==> config.mk <==
export PLATFORM = sky130hd
export DESIGN_NAME = ballast_supervisor
export DESIGN_NICKNAME = d
export VERILOG_FILES = /design/src/rtl/ballast_pkg.sv /design/src/rtl/ballast_sync.sv /design/src/rtl/ballast_mode_next.sv /design/src/rtl/ballast_ctrl_dec.sv /design/src/rtl/ballast_supervisor.sv
export SDC_FILE = /design/constraint.sdc
export NUM_CORES = 1
export LEC_CHECK = 0
export CAP_MARGIN = 20
export CELL_PAD_IN_SITES_DETAIL_PLACEMENT = 1
export CELL_PAD_IN_SITES_GLOBAL_PLACEMENT = 2
export CORE_UTILIZATION = 33
export DETAILED_ROUTE_END_ITERATION = 10
export PLACE_DENSITY_LB_ADDON = 0.1
export SYNTH_ARGS = -nofsm -noshare
export SYNTH_HDL_FRONTEND = slang
export SYNTH_HIERARCHICAL = 1
export SYNTH_SLANG_ARGS = --single-unit
==> constraint.sdc <==
create_clock -name clk -period 2.2 [get_ports clk]
set_input_delay 0.33 -clock clk [delete_from_list [all_inputs] [get_ports clk]]
set_output_delay 0.33 -clock clk [all_outputs]
set_load 0.02 [all_outputs]
==> src/rtl/ballast_pkg.sv <==
package ballast_pkg;

    localparam int FLAG_W  = 10;
    localparam int F_VON   = 0;
    localparam int F_VOFF  = 1;
    localparam int F_OV    = 2;
    localparam int F_2OF5  = 3;
    localparam int F_PWR   = 4;
    localparam int F_CMIN  = 5;
    localparam int F_CRUN  = 6;
    localparam int F_RLO   = 7;
    localparam int F_RHI   = 8;
    localparam int F_FAULT = 9;

    typedef enum logic [2:0] {
        M_LOCKOUT = 3'd0,
        M_IGNITE  = 3'd1,
        M_RUN     = 3'd2,
        M_BUCKOFF = 3'd3,
        M_FAULT   = 3'd4
    } mode_e;

    typedef struct packed {
        logic bridge_en;
        logic buck_en;
        logic ign_en;
        logic cnt_en;
        logic fault_clr;
        logic good_clr;
        logic latched;
    } ctrl_t;

    typedef struct packed {
        mode_e mode;
        ctrl_t ctrl;
    } sup_state_t;

    localparam ctrl_t CTRL_RESET = '{
        bridge_en: 1'b0, buck_en: 1'b0, ign_en: 1'b0, cnt_en: 1'b0,
        fault_clr: 1'b1, good_clr: 1'b1, latched: 1'b0
    };

endpackage

==> src/rtl/ballast_sync.sv <==
module ballast_sync #(
    parameter int WIDTH  = 10,
    parameter int STAGES = 2
) (
    input  logic             clk,
    input  logic             rst_n,
    input  logic [WIDTH-1:0] async_i,
    output logic [WIDTH-1:0] sync_o
);

    logic [WIDTH-1:0] stage_q [STAGES];

    for (genvar g = 0; g < STAGES; g++) begin : g_stage
        if (g == 0) begin : g_first
            always_ff @(posedge clk or negedge rst_n) begin
                if (!rst_n) stage_q[g] <= '0;
                else        stage_q[g] <= async_i;
            end
        end else begin : g_next
            always_ff @(posedge clk or negedge rst_n) begin
                if (!rst_n) stage_q[g] <= '0;
                else        stage_q[g] <= stage_q[g-1];
            end
        end
    end

    assign sync_o = stage_q[STAGES-1];

endmodule

==> src/rtl/ballast_mode_next.sv <==
module ballast_mode_next
    import ballast_pkg::*;
(
    input  mode_e             cur_i,
    input  logic [FLAG_W-1:0] flags_i,
    output mode_e             nxt_o
);

    logic  buck_trip;
    logic  buck_clear;
    logic  lockout_exit;
    mode_e drive_pick;

    always_comb begin
        buck_trip    = flags_i[F_OV] | ~flags_i[F_PWR] | ~flags_i[F_CMIN];
        buck_clear   = ~flags_i[F_OV] & flags_i[F_PWR] & flags_i[F_CRUN];
        lockout_exit = flags_i[F_VON] & flags_i[F_OV] & flags_i[F_RLO];
        drive_pick   = flags_i[F_2OF5] ? M_IGNITE : M_RUN;

        nxt_o = cur_i;
        if (flags_i[F_VOFF]) begin
            nxt_o = M_LOCKOUT;
        end else begin
            unique case (cur_i)
                M_LOCKOUT: if (lockout_exit) nxt_o = M_IGNITE;
                M_IGNITE, M_RUN: begin
                    if (flags_i[F_FAULT])  nxt_o = M_FAULT;
                    else if (buck_trip)    nxt_o = M_BUCKOFF;
                    else                   nxt_o = drive_pick;
                end
                M_BUCKOFF: begin
                    if (flags_i[F_FAULT])  nxt_o = M_FAULT;
                    else if (buck_clear)   nxt_o = drive_pick;
                end
                M_FAULT:   if (flags_i[F_RHI]) nxt_o = M_LOCKOUT;
                default:   nxt_o = M_LOCKOUT;
            endcase
        end
    end

endmodule

==> src/rtl/ballast_ctrl_dec.sv <==
module ballast_ctrl_dec
    import ballast_pkg::*;
(
    input  mode_e cur_i,
    input  mode_e nxt_i,
    output ctrl_t ctrl_o
);

    logic active;
    logic held;
    logic buck_entry;

    always_comb begin
        active     = (nxt_i == M_IGNITE) | (nxt_i == M_RUN) | (nxt_i == M_BUCKOFF);
        held       = (nxt_i == M_LOCKOUT) | (nxt_i == M_FAULT);
        buck_entry = (nxt_i == M_BUCKOFF) & (cur_i != M_BUCKOFF);

        ctrl_o.bridge_en = active;
        ctrl_o.cnt_en    = active;
        ctrl_o.buck_en   = (nxt_i == M_IGNITE) | (nxt_i == M_RUN);
        ctrl_o.ign_en    = (nxt_i == M_IGNITE);
        ctrl_o.fault_clr = held | buck_entry;
        ctrl_o.good_clr  = held | (nxt_i == M_IGNITE) | buck_entry;
        ctrl_o.latched   = (nxt_i == M_FAULT);
    end

endmodule

==> src/rtl/ballast_supervisor.sv <==
module ballast_supervisor
    import ballast_pkg::*;
#(
    parameter int SYNC_STAGES = 2
) (
    input  logic       clk,
    input  logic       rst_n,
    input  logic       supply_on_i,
    input  logic       supply_off_i,
    input  logic       lamp_ov_i,
    input  logic       lamp_2of5_i,
    input  logic       pwr_ok_i,
    input  logic       cur_min_i,
    input  logic       cur_run_i,
    input  logic       rpin_lo_i,
    input  logic       rpin_hi_i,
    input  logic       fault_req_i,
    output logic       bridge_en_o,
    output logic       buck_en_o,
    output logic       ign_en_o,
    output logic       cnt_en_o,
    output logic       fault_cnt_clr_o,
    output logic       good_cnt_clr_o,
    output logic       fault_latched_o,
    output logic [2:0] mode_o
);

    logic [FLAG_W-1:0] flags_a;
    logic [FLAG_W-1:0] flags_s;
    mode_e             mode_nxt;
    ctrl_t             ctrl_nxt;
    sup_state_t        st_d;
    sup_state_t        st_q;

    always_comb begin
        flags_a          = '0;
        flags_a[F_VON]   = supply_on_i;
        flags_a[F_VOFF]  = supply_off_i;
        flags_a[F_OV]    = lamp_ov_i;
        flags_a[F_2OF5]  = lamp_2of5_i;
        flags_a[F_PWR]   = pwr_ok_i;
        flags_a[F_CMIN]  = cur_min_i;
        flags_a[F_CRUN]  = cur_run_i;
        flags_a[F_RLO]   = rpin_lo_i;
        flags_a[F_RHI]   = rpin_hi_i;
        flags_a[F_FAULT] = fault_req_i;
    end

    ballast_sync #(
        .WIDTH  (FLAG_W),
        .STAGES (SYNC_STAGES)
    ) u_sync (
        .clk     (clk),
        .rst_n   (rst_n),
        .async_i (flags_a),
        .sync_o  (flags_s)
    );

    ballast_mode_next u_next (
        .cur_i   (st_q.mode),
        .flags_i (flags_s),
        .nxt_o   (mode_nxt)
    );

    ballast_ctrl_dec u_dec (
        .cur_i  (st_q.mode),
        .nxt_i  (mode_nxt),
        .ctrl_o (ctrl_nxt)
    );

    always_comb begin
        st_d      = st_q;
        st_d.mode = mode_nxt;
        st_d.ctrl = ctrl_nxt;
    end

    always_ff @(posedge clk or negedge rst_n) begin
        if (!rst_n) begin
            st_q.mode <= M_LOCKOUT;
            st_q.ctrl <= CTRL_RESET;
        end else begin
            st_q <= st_d;
        end
    end

    assign bridge_en_o     = st_q.ctrl.bridge_en;
    assign buck_en_o       = st_q.ctrl.buck_en;
    assign ign_en_o        = st_q.ctrl.ign_en;
    assign cnt_en_o        = st_q.ctrl.cnt_en;
    assign fault_cnt_clr_o = st_q.ctrl.fault_clr;
    assign good_cnt_clr_o  = st_q.ctrl.good_clr;
    assign fault_latched_o = st_q.ctrl.latched;
    assign mode_o          = st_q.mode;

endmodule

Word level (Yosys, flattened, before mapping)
Cells that the tools add are included.
W data, S select, Z words.
- shift-type cells: 0
- bitwise operators: 16
- multiply operators: 0
- $add $sub $neg: 0
- divide/modulo/power cells: 0
- equal/unequal tests: 9
- reductions and logical operators: 3
- $lt $le $gt $ge: 0
- multiplexer cells: 9
- operator list (operator ; count):
    $mux W3 ; 7
    $eq A3 B2 Y1 const B ; 4
    $pmux W3 S4 ; 1
    $or A1 B1 Y1 ; 8
    $eq A3 B1 Y1 const B ; 2
    $eq A3 B3 Y1 const B ; 2
    $logic_not A3 Y1 ; 2
    $and A1 B1 Y1 ; 5
    $ne A3 B2 Y1 const B ; 1
    $not A1 Y1 ; 3
    $mux W2 ; 1
    $reduce_or A2 Y1 ; 1
- memory bits (writable): 0
- logic and storage cells: 46
- bits in registers: 29
- bits in read-only memories: 0
- output and inout port bits: 10
- bits of input ports: 12
- latch bits: 0
- memories: 0

Depth between registers and ports, before layout
Gate-level depths: netlist of run 1.
- word-level depth: 11
- gate-level depth with buffers: 8
- mapped depth without buffers: 5

Cells and area by module
The synthesis of run 1 kept the hierarchy.
- by module, submodules not included (module ; area each (um2) ; cells an instance ; instances ; sequential area each (um2)):
    ballast_sync ; 575.6 ; 30 ; 1 ; 500.5
    ballast_supervisor ; 252.7 ; 10 ; 1 ; 252.7
    ballast_mode_next ; 138.9 ; 19 ; 1 ; 0.0
    ballast_ctrl_dec ; 96.3 ; 14 ; 1 ; 0.0

Worst setup path before layout of run 1
OpenSTA, ideal clock, no wires.
- path type: register -> register
- start: register st_q, in the netlist mode_o[1]
- end: register st_q, in the netlist good_cnt_clr_o
- library setup time: 68 ps
- arrival: 1784 ps
- data required time: 2132 ps
- cell stages (with the launch flop): 6
- clock period less this slack: 1852 ps
- path buffers: 0
- setup slack: 348 ps
- path through: dfrtp_1 > or2_1 > a21o_1 > a31oi_1 > mux2_2 > a21oi_2
- RTL lines (what ; RTL line ; RTL):
    start, declared ; ballast_supervisor.sv:33 ; sup_state_t st_q;
    start signal, assigned ; ballast_supervisor.sv:82 ; st_q <= st_d;

==> results of run 1 <==
## final cells by class
cell class                      instances  area share
Clock inverter                          1    0.003824
Clock buffer                            7     0.04206
Multi-Input combinational cell         30      0.1644
Timing Repair Buffer                   23      0.1721
Tap cell                               44     0.04206
Sequential cell                        30      0.5755
## metal layers
metal / track usage / share of wire / vias up
li1: - / - / 268
met1: 0.1178 / 0.41 / 286
met2: 0.1737 / 0.49 / 24
met3: 0.06813 / 0.092 / 2
met4: 0.08163 / 0.0084 / 0
met5: 0 / 0 / -
## cells by family after synthesis
logic type      count (synthesis)
flops                          30
mux                             2
buf+inv                        13
simple gates                   21
xor+xnor                        1
compound gates                  6
## worst max path at each step
stage | endpoint | depth (start not counted) | slack [ps] | from
3_3_place_gp | good_cnt_clr_o | 5 | 420 | mode_o[0]
5_1_grt | fault_cnt_clr_o | 5 | 220 | mode_o[0]
6_report | good_cnt_clr_o | 5 | 370 | mode_o[0]
2_1_floorplan | good_cnt_clr_o | 5 | 350 | mode_o[1]
3_5_place_dp | good_cnt_clr_o | 5 | 370 | mode_o[0]
4_1_cts | good_cnt_clr_o | 5 | 350 | mode_o[0]
## through the flow
step | total power [W] | area (µm²) | std cells | setup slack (ps)
floorplan | 0.0006435 | 1064 | 73 | 348.5
global placement | 0.0006815 | 1249 | 127 | 421.9
detailed placement | 0.0006827 | 1249 | 127 | 368.1
CTS | 0.001021 | 1309 | 135 | 350.5
global route | 0.001060 | 1309 | 135 | 215.5
finish | 0.0009975 | 1309 | 135 | 370.0
## power breakdown
part           switching, W  internal, W
registers         0.0000118     0.000578
clock network      0.000173     0.000155
logic             0.0000366    0.0000428
## sequential cells by signal, summed over array words and instances (netlist names)
| signal | flops |
|---|---|
| u_sync/stage_q | 10 |
| u_sync/sync_o | 10 |
| mode_o | 3 |
| bridge_en_o | 1 |
| buck_en_o | 1 |
| cnt_en_o | 1 |
| fault_cnt_clr_o | 1 |
| fault_latched_o | 1 |
| good_cnt_clr_o | 1 |
| ign_en_o | 1 |
## critical path: cells and delay by family (launching register included)
| family | cells | cell delay, ps |
|---|---|---|
| muxes | 2 | 590 |
| AOI/OAI and AO/OA | 2 | 580 |
| DFF | 1 | 430 |
| and+or+nand+nor | 1 | 130 |
## cell usage after synthesis
library cell  number  area, µm²
dfrtp_1           28      700.7
buf_4             12      90.09
nor2_1             5      18.77
nand3b_1           3      22.52
nand4_1            3      18.77
dfstp_2            2      52.55
nand2_1            2      7.510
nor2b_1            2      12.51
or4bb_1            2      22.52
a21o_1             1      7.510
a21oi_1            1      5.000
a21oi_2            1      8.760
a311oi_2           1      15.01
a31oi_1            1      6.260
and2_1             1      6.260
and3b_1            1      8.760
clkbuf_2           1      5.000
mux2_2             1      11.26
mux2_4             1      15.01
nor3b_1            1      7.510
o22ai_1            1      6.260
or2_1              1      6.260
xnor2_1            1      8.760
==> metrics.md, run 1 <==
| Metric | Value |
|---|---|
| Outcome | finished, final reports clean |
| Mean Syn Cell Area | 14.57 µm² |
| Critical hold path startpoint | u_sync/stage_q[18] |
| Filler Cell Count | 344 |
| Compound-cell area share of the yosys netlist | 0.04588 |
| Number of core rows | 20 |
| CTS tree | yes |
| Startpoint Class | flip-flop |
| Post-synthesis cell type count | 23 |
| Reg-to-Reg End | good_cnt_clr_o |
| Share of cells above drive strength 1 | 0.1648 |
| Post-Synth Adder-Cell Area | 0 |
| Worst path slowest cell | a311oi_2 |
| Multi-input gate area | 215.2 µm² |
| Register area | 753.2 µm² |
| Number of hold buffers added after cts | 0 |
| Max H-tree Level | 2 |
| Worst hold-check path type | flip-flop to flip-flop |
| Routability cong. | 0.8237 |
| Largest family of logic cells by synthesized area | simple AND/OR/NAND/NOR gates |
| Final antenna-violating net count | 0 |
| Hold_ws | 345.0 ps |
| Reg2Reg Launch Point | mode_o[0] |
| DIE WIDTH | 58.77 µm |
| Syn Nets | 85 |
| Worst path required time | 2430 ps |
| Crit path DAT | 2060 ps |
| Initial core utilization | 0.3484 |
| Gr ovfl total | 0 |
| FMAX | 0.5465 GHz |
| Hold Path End | u_sync/sync_o[8] |
| Crit-path max cell delay | 550 ps |
| Synth-to-Final Area Change | 23.06% |
| Post-CTS Setup Inserts | 0 |
| Drt drc | 0 |
| Critical setup path kind | flip-flop to flip-flop |
| Final WL | 1549 µm |
| Post-cts resize count | 0 |
| CTS max path bufs | 2 |
| Max FO, Critical Path | 8 |
| Global-route wire length before repair | 2663 µm |
| Drt via density | 4.296 |
| Setup TNS | 0 ps |
| Register area share after synthesis | 0.7082 |
| Synth Area in Simple Gates | 0.1235 |
| Post-synthesis mux area share | 0.02471 |
| TritonCTS Buffers | 5 |
| Die Y-Extent | 58.77 µm |
| Clk pin slew, worst setup/hold paths | 90 ps |
| Critical path cell sequence | nand2_1 -> mux2_4 -> a311oi_2 -> mux2_2 -> a21oi_2 |
| Final setup viols | 0 |
| IO Pins | 22 |
| Synth Area in XOR/XNOR | 0.008235 |
| R2R cell count | 5 |
| Core Util, Final | 0.4287 |
| Drt pass-1 iters | 4 |
| Drt initial violations | 12 |
| Most common cell after layout, fill and taps aside | dfrtp_1 |
| Post-detail-place hpwl | 1045 µm |
| Max cap viols | 0 |
| RSZ-0062 raised after global routing | false |
| Worst-margin pin slew | 598.1 ps |
| Setup crit end kind | flip-flop |
| Hold path depth | 0 |
| Tcrit/Tclk final | 0.8318 |
| Static Leakage | 0.5622 nW |
| Most frequent cells in the layout | 28 x dfrtp_1, 21 x clkdlybuf4s50_1, 5 x clkbuf_4, 5 x nor2_1 |
| Post-Syn Area | 1064 µm² |
| Clk_lat worst skew | 320 ps |
| Avg WL per Cell | 11.47 µm |
| Cells after Synth | 73 |
| Core ar. | 3053 µm² |
| Yosys warnings | 6 |
| Die ar. | 3454 µm² |
| Global Route Usage Sum | 0.1149 |
| Inserted Diodes | 0 |
| Minimum period implied by the final worst setup slack | 1830 ps |
| Slew Limit Fails | 0 |
| Slew headroom | 0.6013 |
| Final Hold Viols | 0 |
| Worst vdd ir | 0.4121 mV |
| Worst Clk Skew | 5.517 ps |
| IO buf count | 21 |
| Number of global-route vias before repair | 581 |
| Largest net degree at the start of global routing | 31 |
| Initial antenna violation count | 0 |
| Reg2reg setup slack | 370 ps |
| Clock sinks | 30 |
| Power per Cell Area | 762.1 nW/µm² |
| Post-synthesis register bit count | 30 |
| Via count | 580 |
| Final net count | 102 |
| CTS Root Cell | clkbuf_4 |
No activity file was read; power rests on OpenSTA's default activity.
==> run 2: changes to the inputs <==
--- a/config.mk
+++ b/config.mk
@@ -8,7 +8,7 @@
 export CAP_MARGIN = 20
 export CELL_PAD_IN_SITES_DETAIL_PLACEMENT = 1
 export CELL_PAD_IN_SITES_GLOBAL_PLACEMENT = 2
-export CORE_UTILIZATION = 33
+export CORE_UTILIZATION = 30
 export DETAILED_ROUTE_END_ITERATION = 10
 export PLACE_DENSITY_LB_ADDON = 0.1
 export SYNTH_ARGS = -nofsm -noshare
==> constraint.sdc (replaced) <==
create_clock -name clk -period 1.6 [get_ports clk]
set_input_delay 0.24 -clock clk [delete_from_list [all_inputs] [get_ports clk]]
set_output_delay 0.24 -clock clk [all_outputs]
set_load 0.02 [all_outputs]
==> metrics.md, run 2 (synthesis gave the netlist of run 1 again) <==
| Metric | Value |
|---|---|
| Drt pass-1 iters | 2 (-2) |
| Combinational power share | 0.091 (+0.011) |
| CTS tree | yes |
| Clk pin slew, worst setup/hold paths | 90 ps (about the same) |
| Die ar. | 3787 µm² (+9.6%) |
| Worst-margin pin slew | 366.0 ps (-232.0 ps) |
| Crit path DAT | 1860 ps (-200 ps) |
| Critical setup path kind | flip-flop to flip-flop |
| Clk_lat worst skew | 330 ps (about the same) |
| Worst hold-check path type | input pin to async pin |
| Clock sinks | 30 (unchanged) |
| Avg WL per Cell | 11.73 µm (+2.3%) |
| DIE WIDTH | 61.54 µm (+4.7%) |
| Synth-to-Final Area Change | 34.24% |
| Final WS setup | 0.8229 ps (-369.2 ps) |
| Static Leakage | 0.6292 nW (+12%) |
| Most frequent cells in the layout | 26 x dfrtp_1, 16 x clkdlybuf4s50_1, 11 x buf_4, 5 x clkbuf_4, 5 x dlygate4sd2_1 |
| Max FO, Critical Path | 3 (-5) |
| Hold_ws | 292.7 ps (-52.35 ps) |
| Initial core utilization | 0.3162 (-0.03214) |
| TritonCTS Buffers | 5 (unchanged) |
| Worst vdd ir | 0.5651 mV (+37%) |
| Startpoint Class | flip-flop |
| Power per Cell Area | 992.3 nW/µm² (+30%) |
| Clock power share | 0.337 (+0.008) |
| Max cap viols | 0 (unchanged) |
| Share of cells above drive strength 1 | 0.3366 (+0.1718) |
| Max H-tree Level | 2 (unchanged) |
| Final net count | 112 (+9.8%) |
| Largest net degree at the start of global routing | 31 (unchanged) |
| Reg2Reg Launch Point | u_sync/sync_o[3] |
| Drt initial violations | 15 (+3) |
| Slew headroom | 0.7560 (+0.1547) |
| Int Power | 0.001077 W (+39%) |
| Initial antenna violation count | 0 (unchanged) |
| RSZ-0062 raised after global routing | true |
| Drt via density | 4.395 (+2.3%) |
| Pre-CTS setup slack | -68.01 ps (-436.1 ps) |
| Drt drc | 0 (unchanged) |
| FMAX | 0.6253 GHz (+14%) |
| Multi-input gate area | 252.7 µm² (+17%) |
| Switching portion of total power | 0.2398 (+0.01750) |
| Slew Limit Fails | 0 (unchanged) |
| R2R cell count | 5 (unchanged) |
| Most common cell after layout, fill and taps aside | dfrtp_1 |
| CTS max path bufs | 2 (unchanged) |
| Final WL | 1725 µm (+11%) |
| Die Y-Extent | 61.54 µm (+4.7%) |
| Number of global-route vias before repair | 647 (+11%) |
| Routability cong. | 0.7375 (-10%) |
| Minimum period implied by the final worst setup slack | 1599 ps (-230.8 ps) |
| P_sw | 0.0003397 W (+53%) |
| Filler Cell Count | 381 (+11%) |
| Reg power frac | 0.572 (-0.020) |
| Core Util, Final | 0.4245 (-0.004210) |
| Global-route wire length before repair | 2918 µm (+9.6%) |
| Reg2reg setup slack | 0.8 ps (-370 ps) |
| Gr ovfl total | 0 (unchanged) |
| Register area | 755.7 µm² (+0.33%) |
| Number of core rows | 21 (+5.0%) |
| Tcrit/Tclk final | 0.9995 (+0.1677) |
| Outcome | finished, final reports clean |
| Via count | 646 (+11%) |
| IO Pins | 22 (unchanged) |
| Post-detail-place hpwl | 1205 µm (+15%) |
| CTS Root Cell | clkbuf_4 |
| Final Hold Viols | 0 (unchanged) |
| Reg-to-Reg End | good_cnt_clr_o |
| Worst Clk Skew | 3.520 ps (-1.997 ps) |
| Final setup viols | 0 (unchanged) |
| Core ar. | 3363 µm² (+10%) |
| Setup TNS | 0 ps (unchanged) |
| Inserted Diodes | 0 (unchanged) |
| IO buf count | 21 (unchanged) |
| Power Total | 0.001417 W (+42%) |
| Final antenna-violating net count | 0 (unchanged) |
| Worst path required time | 1870 ps (-560 ps) |
| Global Route Usage Sum | 0.1178 (+0.002874) |
| Setup crit end kind | flip-flop |
-- run 2: through the flow --
step | std cells | instance area, µm²
6_report | 147 | 1428
5_1_grt | 147 | 1428
4_1_cts | 145 | 1408
3_5_place_dp | 136 | 1321
3_3_place_gp | 136 | 1321
2_1_floorplan | 73 | 1084
-- run 2: worst max path at each step --
| stage | start | end | slack (ps) |
|---|---|---|---|
| final | u_sync/sync_o[3] | good_cnt_clr_o | 0.8 |
| after global routing | u_sync/sync_o[3] | good_cnt_clr_o | -70 |
| after CTS | u_sync/sync_o[3] | good_cnt_clr_o | -30 |
| after detailed placement | u_sync/sync_o[3] | fault_latched_o | -70 |
| after global placement | mode_o[0] | fault_latched_o | -10 |
| after floorplan | mode_o[0] | good_cnt_clr_o | -60 |
-- run 2: cell type report --
class / count / share of cell area
well taps: 46 / 0.04032
flip-flops and latches: 30 / 0.5294
repair buffers: 33 / 0.2086
clock inverters: 2 / 0.008764
clock buffers: 6 / 0.03593
multi-input cells: 30 / 0.1770
-- run 2: repair_timing --
item / 4_1_cts / 5_1_grt
gates resized for setup: 10 / 2
endpoints found under the setup margin: 10 / 6
hold buffers: 0 / 0
buffers inserted: 1 / 2
pin swaps: 1 / 4
-- run 2: routing by layer --
layer / global-route usage / vias up / wire length [µm] / part of all wire
li1: - / 292 / - / -
met1: 0.1232 / 325 / 690 / 0.40
met2: 0.1889 / 21 / 893 / 0.52
met3: 0.04412 / 8 / 86 / 0.050
met4: 0.09524 / 0 / 55 / 0.032
met5: 0 / - / 0 / 0
-- run 2: worst max-delay path: stages, from the launching register on --
cell and delay [ps]:
dfrtp_1 390, or4bb_1 510, nand4_1 140, a31oi_4 100, mux2_2 290, a21oi_2 100
-- run 2: power groups by stage --
stage / Combinational (W) / Clock, W / Sequential [W]
after floorplan: 0.0000535 / 0 / 0.000835
after global placement: 0.000125 / 0 / 0.000825
after detailed placement: 0.000126 / 0 / 0.000827
after CTS: 0.000130 / 0.000499 / 0.000812
after global routing: 0.000141 / 0.000540 / 0.000816
final: 0.000129 / 0.000477 / 0.000811
==> run 3: changes to the inputs <==
--- a/config.mk
+++ b/config.mk
@@ -5,12 +5,14 @@
 export SDC_FILE = /design/constraint.sdc
 export NUM_CORES = 1
 export LEC_CHECK = 0
+export ABC_AREA = 1
 export CAP_MARGIN = 20
 export CELL_PAD_IN_SITES_DETAIL_PLACEMENT = 1
 export CELL_PAD_IN_SITES_GLOBAL_PLACEMENT = 2
-export CORE_UTILIZATION = 30
+export CORE_UTILIZATION = 29
 export DETAILED_ROUTE_END_ITERATION = 10
 export PLACE_DENSITY_LB_ADDON = 0.1
+export SLEW_MARGIN = 20
 export SYNTH_ARGS = -nofsm -noshare
 export SYNTH_HDL_FRONTEND = slang
 export SYNTH_HIERARCHICAL = 1
==> constraint.sdc (replaced) <==
create_clock -name clk -period 1.6 [get_ports clk]
set_input_delay 0.24 -clock clk [delete_from_list [all_inputs] [get_ports clk]]
set_output_delay 0.24 -clock clk [all_outputs]
set_load 0.01 [all_outputs]
==> metrics.md, run 3 <==
| Metric | Value |
|---|---|
| Avg WL per Cell | 10.93 µm (-6.9%) |
| Drt initial violations | 15 (unchanged) |
| Reg-to-Reg End | good_cnt_clr_o |
| Setup TNS | 0 ps (unchanged) |
| Share of cells above drive strength 1 | 0.2072 (-0.1294) |
| Minimum period implied by the final worst setup slack | 1542 ps (-57.05 ps) |
| Core ar. | 3442 µm² (+2.3%) |
| Yosys warnings | 6 (unchanged) |
| Die Y-Extent | 62.84 µm (+2.1%) |
| RSZ-0062 raised after global routing | false |
| Core Util, Final | 0.4024 (-0.02208) |
| Max FO, Critical Path | 1 (-2) |
| Global Route Usage Sum | 0.1099 (-0.007857) |
| Initial core utilization | 0.3119 (-0.004333) |
| Drt drc | 0 (unchanged) |
| Ys async rst share | 1.000 (unchanged) |
| Tcrit/Tclk final | 0.9638 (-0.03566) |
| Worst path slowest cell | clkdlybuf4s50_1 |
| Delay-heaviest family, CP | buffers and inverters |
| Cell with the most instances after synthesis | dfrtp_1 |
| Mean Syn Cell Area | 11.80 µm² (-19%) |
| IO Pins | 22 (unchanged) |
| Clk_lat worst skew | 280 ps (-50 ps) |
| Syn Nets | 103 (+21%) |
| IO buf count | 21 (unchanged) |
| CTS Root Cell | clkbuf_8 |
| Drt via density | 4.191 (-4.6%) |
| Largest area contributor in the netlist | dfrtp_1 |
| Initial antenna violation count | 0 (unchanged) |
| Max H-tree Level | 2 (unchanged) |
| Outcome | finished, final reports clean |
| Setup crit end kind | primary output |
| Critical path cell sequence | clkdlybuf4s50_1 |
| Startpoint Class | flip-flop |
| Worst hold-check path type | input pin to async pin |
| Ranking of synthesized cells by area | dfrtp_1 65%, buf_4 8.4%, nand2_1 5.2% |
| Cells after Synth | 91 (+25%) |
| Slew headroom | 0.7573 (+0.001283) |
| Final Hold Viols | 0 (unchanged) |
| TritonCTS Buffers | 5 (unchanged) |
| Number of global-route vias before repair | 676 (+4.5%) |
| Critical path buffer and inverter count | 1 (+1) |
| Post-synthesis register bit count | 30 (unchanged) |
| R2R cell count | 9 (+4) |
| Drt pass-1 iters | 2 (unchanged) |
| Crit-path max cell delay | 520 ps (about the same) |
| Worst path required time | 1360 ps (-510 ps) |
| Synth Flop Type | dfrtp_1 |
| Power per Cell Area | 1106 nW/µm² (+11%) |
| Post-Syn Area | 1074 µm² (+0.94%) |
| Global-route wire length before repair | 3105 µm (+6.4%) |
| Max layer used | met4 |
| FMAX | 0.6485 GHz (+3.7%) |
| Met3 routed WL | 112 µm (+30%) |
| Top cells by count, synth | 28 x dfrtp_1, 15 x nand2_1, 12 x buf_4, 10 x nor2_1, 6 x inv_1 |
| WL met1 | 800 µm (+16%) |
| CTS tree | yes |
| Most common cell after layout, fill and taps aside | dfrtp_1 |
| Reg2Reg Launch Point | mode_o[1] |
| Crit path DAT | 1300 ps (-560 ps) |
| Worst Clk Skew | 4.451 ps (+0.9316 ps) |
| Static Leakage | 0.6309 nW (+0.28%) |
| Largest net degree at the start of global routing | 31 (unchanged) |
| Final setup viols | 0 (unchanged) |
| Synth-to-Final Area Change | 29.02% |
| Register area share after synthesis | 0.7016 (-0.006604) |
| Slew Limit Fails | 0 (unchanged) |
| Synth top area share | 0.6527 (-0.006143) |
| Post-detail-place hpwl | 1204 µm (about the same) |
| Reg2reg setup slack | 160 ps (+160 ps) |
| Via count | 658 (+1.9%) |
| Wire length on met2 | 744 µm (-17%) |
| Max cap viols | 0 (unchanged) |
| Post-synth EDFFs | 0 (unchanged) |
| Clock sinks | 30 (unchanged) |
| Final net count | 122 (+8.9%) |
| DIE WIDTH | 62.84 µm (+2.1%) |
| CTS max path bufs | 2 (unchanged) |
| Number of core rows | 21 (unchanged) |
| Final antenna-violating net count | 0 (unchanged) |
| Critical setup path kind | flip-flop to primary output |
| Hold_ws | 347.9 ps (+55.21 ps) |
| Die ar. | 3949 µm² (+4.3%) |
| Worst vdd ir | 0.4990 mV (-12%) |
| Routability cong. | 0.7793 (+5.7%) |
| Most frequent cells in the layout | 26 x dfrtp_1, 21 x clkdlybuf4s50_1, 14 x nand2_1, 9 x nor2_1 |
| Post-synthesis cell type count | 17 (-26%) |
| Clk pin slew, worst setup/hold paths | 60 ps (-30 ps) |
| Final WL | 1716 µm (-0.52%) |
| Inserted Diodes | 0 (unchanged) |
| Gr ovfl total | 0 (unchanged) |
| Worst-margin pin slew | 364.1 ps (-1.925 ps) |
[run 3: where the power goes]
group | switching [W] | total (W) | internal (W) | leakage (nW)
Combinational | 0.0000526 | 0.000111 | 0.0000585 | 0.222
Clock | 0.000262 | 0.000608 | 0.000346 | 0.0482
Sequential | 0.0000151 | 0.000813 | 0.000798 | 0.361
[run 3: worst max-delay path by stage]
stage                           startpoint         endpoint  depth (start not counted)
final                      fault_cnt_clr_o  fault_cnt_clr_o                          1
after floorplan           u_sync/sync_o[2]      bridge_en_o                         10
after detailed placement         mode_o[1]  fault_cnt_clr_o                          9
after global routing             mode_o[0]  fault_cnt_clr_o                          9
after global placement           mode_o[1]  fault_cnt_clr_o                          9
after CTS                        mode_o[2]        mode_o[2]                          1
[run 3: layout make-up]
cell class                      count  area, µm²
Tap cell                           46      57.56
Fill cell                         385       2057
Clock buffer                        7      86.33
Clock inverter                      1      5.005
Inverter                            7      26.28
Sequential cell                    30      755.7
Multi-Input combinational cell     42      221.5
Timing Repair Buffer               24      232.7
[run 3: per-stage QoR]
| step | instances | total power, W | setup WS [ps] | area, µm² |
|---|---|---|---|---|
| after detailed placement | 147 | 0.0009340 | 114.3 | 1259 |
| after global routing | 157 | 0.001611 | 21.36 | 1385 |
| after global placement | 147 | 0.0009328 | 101.9 | 1259 |
| final | 157 | 0.001532 | 57.87 | 1385 |
| after CTS | 155 | 0.001557 | 7.762 | 1350 |
| after floorplan | 91 | 0.0008797 | 223.3 | 1074 |
[run 3: what timing repair did]
item,CTS,global route
hold buffers,0,0
endpoints found under the setup margin,0,7
buffers inserted,0,2
hold endpoints to repair,0,0
gates resized for setup,0,6
[run 3: cells by family after synthesis]
| logic type | count (synthesis) | share of synthesized area |
|---|---|---|
| AND/OR/NAND/NOR | 38 | 0.1620 |
| flip-flops | 30 | 0.7016 |
| buffers and inverters | 19 | 0.1084 |
| AO/OA/AOI/OAI | 4 | 0.02797 |
[run 3: routing by layer]
metal | up-vias | track usage
li1 | 315 | -
met1 | 317 | 0.1272
met2 | 21 | 0.1590
met3 | 5 | 0.05657
met4 | 0 | 0.06977
met5 | - | 0
